$ cat config.mk
export PLATFORM = sky130hd
export DESIGN_NAME = serial_frame_receiver
export DESIGN_NICKNAME = d
export VERILOG_FILES = /design/src/rtl/srx_pkg.sv /design/src/rtl/srx_sync.sv /design/src/rtl/srx_frame_fsm.sv /design/src/rtl/srx_fifo.sv /design/src/rtl/serial_frame_receiver.sv
export SDC_FILE = /design/constraint.sdc
export NUM_CORES = 1
export LEC_CHECK = 0
export BUFFER_PORTS_ARGS = -buffer_cell sky130_fd_sc_hd__buf_2
export CORE_MARGIN = 1
export CORE_UTILIZATION = 47
export CTS_BUF_LIST = sky130_fd_sc_hd__clkbuf_4
export CTS_CLUSTER_DIAMETER = 100
export DETAILED_ROUTE_END_ITERATION = 8
export PLACE_DENSITY = 0.7
export REMOVE_ABC_BUFFERS = 1
export SETUP_SLACK_MARGIN = 0.15
export SLEW_MARGIN = 20
export SYNTH_ARGS = -nofsm -noshare
export SYNTH_HDL_FRONTEND = slang
export SYNTH_HIERARCHICAL = 1
export SYNTH_SLANG_ARGS = --single-unit
$ cat constraint.sdc
create_clock -name clk -period 3.2 [get_ports clk]
set_input_delay 0.32 -clock clk [delete_from_list [all_inputs] [get_ports clk]]
set_output_delay 0.32 -clock clk [all_outputs]
set_load 0.005 [all_outputs]
$ cat src/rtl/srx_pkg.sv
package srx_pkg;

    typedef enum logic [2:0] {
        ST_IDLE,
        ST_START,
        ST_DATA,
        ST_PARITY,
        ST_STOP1,
        ST_STOP2,
        ST_BRKCHK,
        ST_BRKHOLD
    } srx_state_t;

    typedef struct packed {
        logic       frm_err;
        logic       par_err;
        logic [7:0] data;
    } srx_word_t;

endpackage

$ cat src/rtl/srx_sync.sv
module srx_sync #(
    parameter int STAGES = 2
) (
    input  logic clk,
    input  logic rst_n,
    input  logic din,
    output logic dout
);
    logic [STAGES-1:0] chain_q;

    always_ff @(posedge clk or negedge rst_n) begin
        if (!rst_n) chain_q <= '1;
        else        chain_q <= {chain_q[STAGES-2:0], din};
    end

    assign dout = chain_q[STAGES-1];
endmodule

$ cat src/rtl/srx_frame_fsm.sv
module srx_frame_fsm
    import srx_pkg::*;
#(
    parameter int OVS = 16
) (
    input  logic      clk,
    input  logic      rst_n,
    input  logic      rxd_s,
    input  logic      tick,
    input  logic      cfg_len7,
    input  logic      cfg_stop2,
    input  logic      cfg_par_en,
    input  logic      cfg_par_odd,
    input  logic      clr_break,
    output logic      push,
    output srx_word_t push_word,
    output logic      brk
);
    localparam int CW      = $clog2(OVS);
    localparam int HALF    = OVS / 2;
    localparam int BRK_MAX = 12 * OVS;
    localparam int BW      = $clog2(BRK_MAX + 1);

    srx_state_t     state_q, state_d;
    logic [CW-1:0]  cnt_q;
    logic [2:0]     bit_q;
    logic [7:0]     shreg_q;
    logic           len7_q, stop2_q, pen_q, podd_q;
    logic           perr_q, ferr_q, brk_q;
    logic [BW-1:0]  brk_cnt_q;
    logic [BW-1:0]  frame_ticks;
    logic           bit_tick, mid_tick, last_data, brk_hit;
    logic [7:0]     data_val;

    assign bit_tick  = tick && (cnt_q == CW'(OVS - 1));
    assign mid_tick  = tick && (cnt_q == CW'(HALF));
    assign last_data = (bit_q == (len7_q ? 3'd6 : 3'd7));
    assign data_val  = len7_q ? {1'b0, shreg_q[7:1]} : shreg_q;

    always_comb begin
        int nbits;
        nbits = 1 + (len7_q ? 7 : 8) + (pen_q ? 1 : 0) + (stop2_q ? 2 : 1);
        frame_ticks = BW'(nbits * OVS);
    end

    assign brk_hit = (state_q == ST_BRKCHK) && tick && !rxd_s
                     && (brk_cnt_q == frame_ticks - BW'(1));

    // state register
    always_ff @(posedge clk or negedge rst_n) begin
        if (!rst_n) state_q <= ST_IDLE;
        else        state_q <= state_d;
    end

    // next-state logic
    always_comb begin
        state_d = state_q;
        unique case (state_q)
            ST_IDLE:    if (tick && !rxd_s) state_d = ST_START;
            ST_START:   if (mid_tick) state_d = rxd_s ? ST_IDLE : ST_DATA;
            ST_DATA:    if (bit_tick && last_data) state_d = pen_q ? ST_PARITY : ST_STOP1;
            ST_PARITY:  if (bit_tick) state_d = ST_STOP1;
            ST_STOP1:   if (bit_tick) begin
                            if (stop2_q)     state_d = ST_STOP2;
                            else if (!rxd_s) state_d = ST_BRKCHK;
                            else             state_d = ST_IDLE;
                        end
            ST_STOP2:   if (bit_tick) state_d = rxd_s ? ST_IDLE : ST_BRKCHK;
            ST_BRKCHK:  if (tick) begin
                            if (rxd_s)        state_d = ST_IDLE;
                            else if (brk_hit) state_d = ST_BRKHOLD;
                        end
            ST_BRKHOLD: if (rxd_s) state_d = ST_IDLE;
        endcase
    end

    // datapath registers
    always_ff @(posedge clk or negedge rst_n) begin
        if (!rst_n) begin
            cnt_q     <= '0;
            bit_q     <= '0;
            shreg_q   <= '0;
            len7_q    <= 1'b0;
            stop2_q   <= 1'b0;
            pen_q     <= 1'b0;
            podd_q    <= 1'b0;
            perr_q    <= 1'b0;
            ferr_q    <= 1'b0;
            brk_cnt_q <= '0;
        end else begin
            unique case (state_q)
                ST_IDLE: begin
                    cnt_q <= '0;
                    if (tick && !rxd_s) begin
                        cnt_q   <= CW'(1);
                        len7_q  <= cfg_len7;
                        stop2_q <= cfg_stop2;
                        pen_q   <= cfg_par_en;
                        podd_q  <= cfg_par_odd;
                    end
                end
                ST_START: if (tick) begin
                    cnt_q <= cnt_q + 1'b1;
                    if (mid_tick) begin
                        cnt_q  <= '0;
                        bit_q  <= '0;
                        perr_q <= 1'b0;
                        ferr_q <= 1'b0;
                    end
                end
                ST_DATA: if (tick) begin
                    cnt_q <= cnt_q + 1'b1;
                    if (bit_tick) begin
                        cnt_q   <= '0;
                        shreg_q <= {rxd_s, shreg_q[7:1]};
                        bit_q   <= bit_q + 1'b1;
                    end
                end
                ST_PARITY: if (tick) begin
                    cnt_q <= cnt_q + 1'b1;
                    if (bit_tick) begin
                        cnt_q  <= '0;
                        perr_q <= (^data_val) ^ rxd_s ^ podd_q;
                    end
                end
                ST_STOP1, ST_STOP2: if (tick) begin
                    cnt_q <= cnt_q + 1'b1;
                    if (bit_tick) begin
                        cnt_q     <= '0;
                        ferr_q    <= ferr_q | !rxd_s;
                        brk_cnt_q <= '0;
                    end
                end
                ST_BRKCHK: if (tick) brk_cnt_q <= brk_cnt_q + 1'b1;
                ST_BRKHOLD: cnt_q <= '0;
            endcase
        end
    end

    // sticky break flag, set wins over clear
    always_ff @(posedge clk or negedge rst_n) begin
        if (!rst_n)         brk_q <= 1'b0;
        else if (brk_hit)   brk_q <= 1'b1;
        else if (clr_break) brk_q <= 1'b0;
    end

    // outputs
    always_comb begin
        push = bit_tick && (((state_q == ST_STOP1) && !stop2_q) || (state_q == ST_STOP2));
        push_word.data    = data_val;
        push_word.par_err = perr_q;
        push_word.frm_err = ferr_q | !rxd_s;
        brk = brk_q;
    end


    brk_needs_low_line_chk: assert property (@(posedge clk) disable iff (!rst_n)
        $rose(brk_q) |-> $past(!rxd_s));


    brk_sticky_chk: assert property (@(posedge clk) disable iff (!rst_n)
        (brk_q && !clr_break) |=> brk_q);
endmodule

$ cat src/rtl/srx_fifo.sv
module srx_fifo
    import srx_pkg::*;
#(
    parameter int DEPTH = 16
) (
    input  logic                       clk,
    input  logic                       rst_n,
    input  logic                       wr_en,
    input  srx_word_t                  wr_word,
    input  logic                       rd_en,
    output srx_word_t                  rd_word,
    output logic                       empty,
    output logic                       full,
    output logic [$clog2(DEPTH+1)-1:0] level
);
    localparam int AW = $clog2(DEPTH);
    localparam int LW = $clog2(DEPTH + 1);

    srx_word_t     mem_q [DEPTH];
    logic [AW-1:0] wp_q, rp_q;
    logic [LW-1:0] cnt_q;
    logic          do_wr, do_rd;

    assign empty = (cnt_q == '0);
    assign full  = (cnt_q == LW'(DEPTH));
    assign do_wr = wr_en && !full;
    assign do_rd = rd_en && !empty;

    always_ff @(posedge clk or negedge rst_n) begin
        if (!rst_n) begin
            wp_q  <= '0;
            rp_q  <= '0;
            cnt_q <= '0;
        end else begin
            if (do_wr) wp_q <= wp_q + 1'b1;
            if (do_rd) rp_q <= rp_q + 1'b1;
            if (do_wr && !do_rd)      cnt_q <= cnt_q + 1'b1;
            else if (do_rd && !do_wr) cnt_q <= cnt_q - 1'b1;
        end
    end

    always_ff @(posedge clk) begin
        if (do_wr) mem_q[wp_q] <= wr_word;
    end

    assign rd_word = mem_q[rp_q];
    assign level   = cnt_q;


    level_bound_chk: assert property (@(posedge clk) disable iff (!rst_n)
        cnt_q <= LW'(DEPTH));


    empty_pop_chk: assert property (@(posedge clk) disable iff (!rst_n)
        (rd_en && empty && !wr_en) |=> (cnt_q == '0));
endmodule

$ cat src/rtl/serial_frame_receiver.sv
module serial_frame_receiver
    import srx_pkg::*;
#(
    parameter int OVS   = 16,
    parameter int DEPTH = 16
) (
    input  logic                       clk,
    input  logic                       rst_n,
    input  logic                       rxd,
    input  logic                       tick,
    input  logic                       cfg_len7,
    input  logic                       cfg_stop2,
    input  logic                       cfg_par_en,
    input  logic                       cfg_par_odd,
    input  logic                       rx_pop,
    output logic [7:0]                 rx_data,
    output logic                       rx_par_err,
    output logic                       rx_frm_err,
    output logic                       rx_empty,
    output logic [$clog2(DEPTH+1)-1:0] rx_level,
    output logic                       overrun,
    output logic                       brk,
    input  logic                       clr_overrun,
    input  logic                       clr_break
);
    logic      rxd_s, push, q_full, ovr_q;
    srx_word_t push_word, head_word;

    srx_sync #(.STAGES(2)) u_sync (
        .clk(clk), .rst_n(rst_n), .din(rxd), .dout(rxd_s)
    );

    srx_frame_fsm #(.OVS(OVS)) u_fsm (
        .clk(clk), .rst_n(rst_n), .rxd_s(rxd_s), .tick(tick),
        .cfg_len7(cfg_len7), .cfg_stop2(cfg_stop2),
        .cfg_par_en(cfg_par_en), .cfg_par_odd(cfg_par_odd),
        .clr_break(clr_break), .push(push), .push_word(push_word), .brk(brk)
    );

    srx_fifo #(.DEPTH(DEPTH)) u_fifo (
        .clk(clk), .rst_n(rst_n), .wr_en(push && !q_full), .wr_word(push_word),
        .rd_en(rx_pop), .rd_word(head_word), .empty(rx_empty),
        .full(q_full), .level(rx_level)
    );

    always_ff @(posedge clk or negedge rst_n) begin
        if (!rst_n)              ovr_q <= 1'b0;
        else if (push && q_full) ovr_q <= 1'b1;
        else if (clr_overrun)    ovr_q <= 1'b0;
    end

    assign overrun    = ovr_q;
    assign rx_data    = head_word.data;
    assign rx_par_err = head_word.par_err;
    assign rx_frm_err = head_word.frm_err;


    overrun_sticky_chk: assert property (@(posedge clk) disable iff (!rst_n)
        (ovr_q && !clr_overrun) |=> ovr_q);


    drop_keeps_level_chk: assert property (@(posedge clk) disable iff (!rst_n)
        (push && q_full && !rx_pop) |=> (rx_level == $past(rx_level)));
endmodule

# == After elaboration in Yosys (flattened, before gate mapping) ==
# Memory sizes are Yosys's and may differ from the RTL's.
# Index checks and enable logic that the tools add are counted.
# op_classes
addsub,11
eq_ne,28
n_mux,51
bitwise_logic,3
reduce_logical,43
# op_table
operator,count
$mux 3,17
$mux 8,4
$pmux 3 s8,1
$mux 4,5
$ne 2x1->1 const B,9
$pmux 4 s4,1
$pmux 8 s2,1
$logic_and 1x1->1,15
$mux 1,15
$reduce_and 5->1,3
$reduce_bool 2->1,7
$add 4x1->4 const B,3
$eq 3x3->1 const B,4
$ne 2x2->1 const B,6
$mux 5,2
$reduce_and 9->1,1
$add 4x4->4,2
$add 8x1->8 const B,1
$eq 4x4->1 const B,2
$eq 8x8->1,1
$reduce_xor 8->1,1
$sub 8x1->8 const B,1
$eq 3x2->1 const B,2
$logic_not 1->1,6
22 further kinds,26
# totals
regBits,49
ram_bits,160
in_bits,11
elab_cells,154
n_memories,1
# memory_table
name,words,width,read_ports,rd_ports_with_merged_regs,wr,line_no,source
u_fifo.mem_q,16,10,1,0,1,srx_fifo.sv:19,srx_word_t mem_q [DEPTH];

# == Logic depth before layout (Yosys ltp) ==
# depth
depth_word,11
depth_mapped,14
depth_no_buf,13

# == By module ==
# The synthesis kept the hierarchy.
# modules_own_cells
module,instances,cells_each,area_each_um2
srx_fifo,1,377,6956.7
srx_frame_fsm,1,249,2267.2
srx_sync,1,2,52.6
serial_frame_receiver,1,5,43.8

# == Worst setup path before layout ==
# No wires, ideal clock.
# synth_path
path_type,register -> register
from,register u_fsm.cnt_q[0]
to,register u_fifo.cnt_q[4] (netlist: u_fifo/level[4])
t_arrival_ns,3.065
setup_slack_ns,0.055
path_stages_with_launch,15
period_less_slack_ns,3.145
cell_sequence,dfrtp_1 -> ha_1 -> nand4_1 -> buf_2 -> nor2_1 -> and2_1 -> nor2b_1 -> a21boi_2 -> ha_1 -> inv_1 -> fa_1 -> a21o_1 -> a21oi_1 -> mux2i_1 -> xnor2_1
# synth_between
elab_chain_len,8
# synth_lines
element,line_no,source
from (decl),srx_frame_fsm.sv:25,logic [CW-1:0] cnt_q;
from (signal assigned),srx_frame_fsm.sv:103,cnt_q <= cnt_q + 1'b1;
from (signal assigned),srx_frame_fsm.sv:112,cnt_q <= cnt_q + 1'b1;
from (signal assigned),srx_frame_fsm.sv:120,cnt_q <= cnt_q + 1'b1;
$eq 4x4->1 (*),srx_frame_fsm.sv:35,assign bit_tick = tick && (cnt_q == CW'(OVS - 1));
$logic_and 1x1->1 (*),srx_frame_fsm.sv:35,
$logic_and 1x1->1 (*),srx_frame_fsm.sv:149,push = bit_tick && (((state_q == ST_STOP1) && !stop2_q) || (state_q == ST_STOP2));
net push,serial_frame_receiver.sv:26,"logic rxd_s, push, q_full, ovr_q;"
$logic_and 1x1->1 (*),serial_frame_receiver.sv:41,".clk(clk), .rst_n(rst_n), .wr_en(push && !q_full), .wr_word(push_word),"
$logic_and 1x1->1 (*),srx_fifo.sv:26,assign do_wr = wr_en && !full;
net u_fifo.do_wr,srx_fifo.sv:22,"logic do_wr, do_rd;"
$logic_not 1->1,srx_fifo.sv:38,else if (do_rd && !do_wr) cnt_q <= cnt_q - 1'b1;
$logic_and 1x1->1,srx_fifo.sv:38,
$reduce_bool 2->1 (no line),--,
to (signal assigned),srx_fifo.sv:37,if (do_wr && !do_rd) cnt_q <= cnt_q + 1'b1;
to (signal assigned),srx_fifo.sv:38,
to (decl),srx_fifo.sv:21,logic [LW-1:0] cnt_q;
# Mark *: on every way through the listed nets, which the timed path passes. The rest lies on a longest branch.
# A chain may end at the register's enable or synchronous reset.

# == Worst setup path in the final report ==
# layout_path
from,register u_fsm.stop2_q
to,register u_fsm.state_q[2]
# layout_between
elab_chain_len,7
# layout_lines
element,line_no,source
from (decl),srx_frame_fsm.sv:28,"logic len7_q, stop2_q, pen_q, podd_q;"
from (signal assigned),srx_frame_fsm.sv:97,stop2_q <= cfg_stop2;
$mux 2,srx_frame_fsm.sv:42,nbits = 1 + (len7_q ? 7 : 8) + (pen_q ? 1 : 0) + (stop2_q ? 2 : 1);
$add 4x4->4,srx_frame_fsm.sv:42,
$sub 8x1->8,srx_frame_fsm.sv:47,&& (brk_cnt_q == frame_ticks - BW'(1));
$eq 8x8->1,srx_frame_fsm.sv:47,
$logic_and 1x1->1,srx_frame_fsm.sv:47,
$ne 3x2->1 (no line),--,
$reduce_and 9->1 (no line),--,
to (signal assigned),srx_frame_fsm.sv:52,else state_q <= state_d;
to (decl),srx_frame_fsm.sv:24,"srx_state_t state_q, state_d;"
# Parallel ways exist; a longest one is shown, timed or not. The select of a mux whose other input is x is not followed.

==> flow_summary.yaml <==
yosys:
  synth_edf_count: 160
  yosysUniqueCellTypes: 61
  yosysSeqAreaShare_pct: 64.7
  synth.cell_area_um2: 9320
  ys_ff_latch: 209
  yosysWarnings: 6
  ys.flop_type: "edfxtp_1"
  syn_inst: 633
  synthArstFlopShare_pct: 23.4
  synth_area_per_cell_um2: 14.7
layout:
  nNetsFinal: 775
  post-route-cell-area_um2: 10800
  final_util_pct: 55.7
  drive_above_1_share_pct: 28.7
  syn2layout_area_growth_pct: 16.2
  fillers: 1559
drt:
  vias: 5642
  drtPass1Iterations: 4
  wirelength_um: 18500
  wl_per_cell_um: 17.7
  drtAntennaViolNets: 0
  routed_via_density: 5.39
  route.detailed.drc: 0
  drt_iter0_drc: 345
timing:
  maxSlewHeadroom_pct: 36.4
  finalClockSkew_ns: 0.0452
  hold_slack_ns: 0.144
  period_share_pct: 94.1
  max_slew.worst_pin.slew_ns: 0.952
  rsz0062_at_grt: "yes"
  report.final.slew_viol_count: 0
  setup_viol: 0
  min_period_ns: 3.01
  fmax_mhz: 332
  finalHoldViolations: 0
pwr:
  power_frac_seq_pct: 38.2
  power.share.clock_pct: 24.7
  peakVddDrop_uv: 727
  combPwrFrac_pct: 37.1
  p_sw_w: 0.00302
  intPower_w: 0.00595
  sw_frac_of_total_pct: 33.7
  leakage_nw: 4.22
  cellPowerDensity_nw_per_um2: 828
die:
  core_area_um2: 19500
  io_pins: 29
  chipWidth_um: 143
  die_area_um2: 20400
  die_h_um: 143
  initial_core_util_pct: 47.9
  rows: 51
placed_design:
  dpl.hpwl_um: 11900
  place_congestion: 0.816
  placed_area_um2: 9860
  portBuffers: 28
cts:
  htreeDepth: 2
  cts_buffers: 53
  cts.reportedPaths.clkPinSlew_ns: 0.06
  cts_tree: "built"
  clock_latency_ns: 0.66
  ctsLongestPathBuffers: 3
  cts_root_buffer: "clkbuf_4"
  cts.sinks: 209
critical_path:
  worstSetupStartpointType: "register"
  endpoint_kind: "register"
  crit_arrival_ns: 3.53
  criticalPathCategory: "register to register"
  required_ns: 3.72
  critPathMaxFanout: 4
outcome:
  status: "completed"
job:
  drv_cap: 0
global_routing:
  antenna_found_initial: 1
  grt_usage_pct: 19.1
  grt_pass1_wl_um: 29700
  grt-ovfl-total: 0
  grt_max_degree: 41
  grt_pass1_vias: 5913
hold_path:
  hold_path.class: "input port to register"
## final cells by class
type	instances	area (um^2)	area share, %
Multi-Input combinational cell	374	3110	28.8
Sequential cell	209	6040	55.8
Clock inverter	17	98.8	0.913
Timing Repair Buffer	83	592	5.46
Tap cell	265	332	3.06
Antenna cell	1	2.50	0.0231
Clock buffer	77	578	5.34
Inverter	20	75.1	0.693
## synth_stat cells, types with 2 or more instances
cell      number  share of area, %
nand4b_1       2              0.19
nor2b_1        3              0.20
inv_1         18              0.72
nand4_1        6              0.40
xor2_1        11               1.0
buf_6          7              0.85
mux4_2        20               4.8
buf_4          5              0.40
a22o_1         2              0.19
nand2b_1       6              0.40
or3_1          2              0.13
nand2_2        2              0.13
o31ai_1        2              0.16
nor3_1         9              0.48
nand2_1       72               2.9
ha_1          20               2.7
a221oi_1      18               1.7
dfrtp_1       47                13
nor2_1        30               1.2
a21oi_1       10              0.54
and3_1         3              0.20
o22ai_1        2              0.13
o21ai_1        4              0.21
mux2i_1       44               4.7
a21o_1         3              0.24
and2_1         6              0.40
clkbuf_1      13              0.52
mux2_2        12               1.4
edfxtp_1     160                52
a221oi_2       2              0.32
dfstp_2        2              0.56
o32ai_1        3              0.28
nand3_1        4              0.21
xnor2_1       22               2.1
buf_2          2              0.11
buf_1          2             0.081
o21ai_0       21               1.1
a22oi_1       11              0.89
fa_1           3              0.64
## routing by layer
metal / share of wire, % / vias to the layer above / global-route usage (%)
met5: 0 / - / 0
met4: 1.7 / 0 / 7.02
met3: 5.5 / 31 / 3.96
met2: 52 / 165 / 34.1
met1: 41 / 2810 / 22.8
li1: - / 2636 / -
## cells by family after synthesis
kind of cell	synth area share (%)
DFF	64.7
and+or+nand+nor	7.64
AOI/OAI and AO/OA	6.81
muxes	11.1
buffers and inverters	2.91
xor gates and xnor gates	3.45
adders and majority gates	3.33
## power groups by stage
stage / sequential, W / clock (W) / combinational (W)
after CTS: 0.00343 / 0.00228 / 0.00305
after floorplan: 0.00368 / 0 / 0.00183
after global placement: 0.00351 / 0 / 0.00270
final: 0.00343 / 0.00221 / 0.00333
after global routing: 0.00346 / 0.00242 / 0.00364
after detailed placement: 0.00354 / 0 / 0.00280
## what timing repair did
item                       in CTS  in global routing
hold buffers                    9                  0
pin swaps                       8                  9
setup endpoints to repair       2                  3
resized for setup               7                 14
buffers inserted                9                  4
hold endpoints to repair       45                  0
## metrics by stage
stage               total power (W)  setup WS (ns)  setup TNS, ns  cells
floorplan                   0.00552         -0.272          -2.75    603
global placement            0.00621          0.201              0    929
detailed placement          0.00634         0.0732              0    929
CTS                         0.00876          0.143              0   1041
global route                0.00952          0.101              0   1046
finish                      0.00897          0.188              0   1046
## cell usage in the layout (no fill, tap or decap), types with 9 or more instances in the layout
cell / Yosys / final
edfxtp_1: 160 / 160
clkbuf_4: 0 / 77
nand2_1: 72 / 72
dfrtp_1: 47 / 44
buf_4: 5 / 44
mux2i_1: 44 / 44
nor2_1: 30 / 30
buf_2: 2 / 28
o21ai_0: 21 / 21
mux4_2: 20 / 20
xnor2_1: 22 / 20
a221oi_1: 18 / 18
ha_1: 20 / 16
inv_1: 18 / 13
clkinv_1: 1 / 13
mux2_2: 12 / 12
a22oi_1: 11 / 11
xor2_1: 11 / 11
a21oi_1: 10 / 10
dlygate4sd3_1: 0 / 9
nor3_1: 9 / 9
## state kept, by name (all words and copies together), names as in the netlist, 2 cells and up
name             count
u_fifo/level         5
u_fifo/mem_q       160
u_fifo/rp_q          4
u_fifo/wp_q          4
u_fsm/bit_q          3
u_fsm/brk_cnt_q      8
u_fsm/cnt_q          4
u_fsm/shreg_q        8
u_fsm/state_q        3
u_sync/chain_q       2
## worst max-delay path: stages, from the launching register on
cell	delay [ns]
dfrtp_2	0.44
ha_4	0.27
inv_2	0.04
ha_4	0.15
fa_1	0.52
inv_2	0.06
ha_4	0.17
xnor2_4	0.13
xnor2_2	0.16
nor4_4	0.28
o32ai_2	0.12
nor3b_2	0.25
mux2_4	0.32
## path summary, 6_finish.rpt
kind                                             startpoint                             end  slack (ns)  depth (start not counted)
worst max-delay path              u_fsm/stop2_q$_DFFE_PN0P_    u_fsm/state_q[2]$_DFFE_PN0P_        0.19                         12
worst min-delay path                                   tick  u_fsm/brk_cnt_q[0]$_DFFE_PN0P_        0.14                          3
min in group asynchronous                             rst_n      u_fifo/rp_q[2]$_DFFE_PN0P_        0.37                          2
worst min register to register  u_sync/chain_q[0]$_DFF_PN1_     u_sync/chain_q[1]$_DFF_PN1_        0.36                          0
max in group asynchronous                             rst_n     u_fifo/level[2]$_DFFE_PN0P_        2.13                          3
worst max register to register    u_fsm/stop2_q$_DFFE_PN0P_    u_fsm/state_q[2]$_DFFE_PN0P_        0.19                         12
Note: power is estimated with default switching activity, not from simulation.
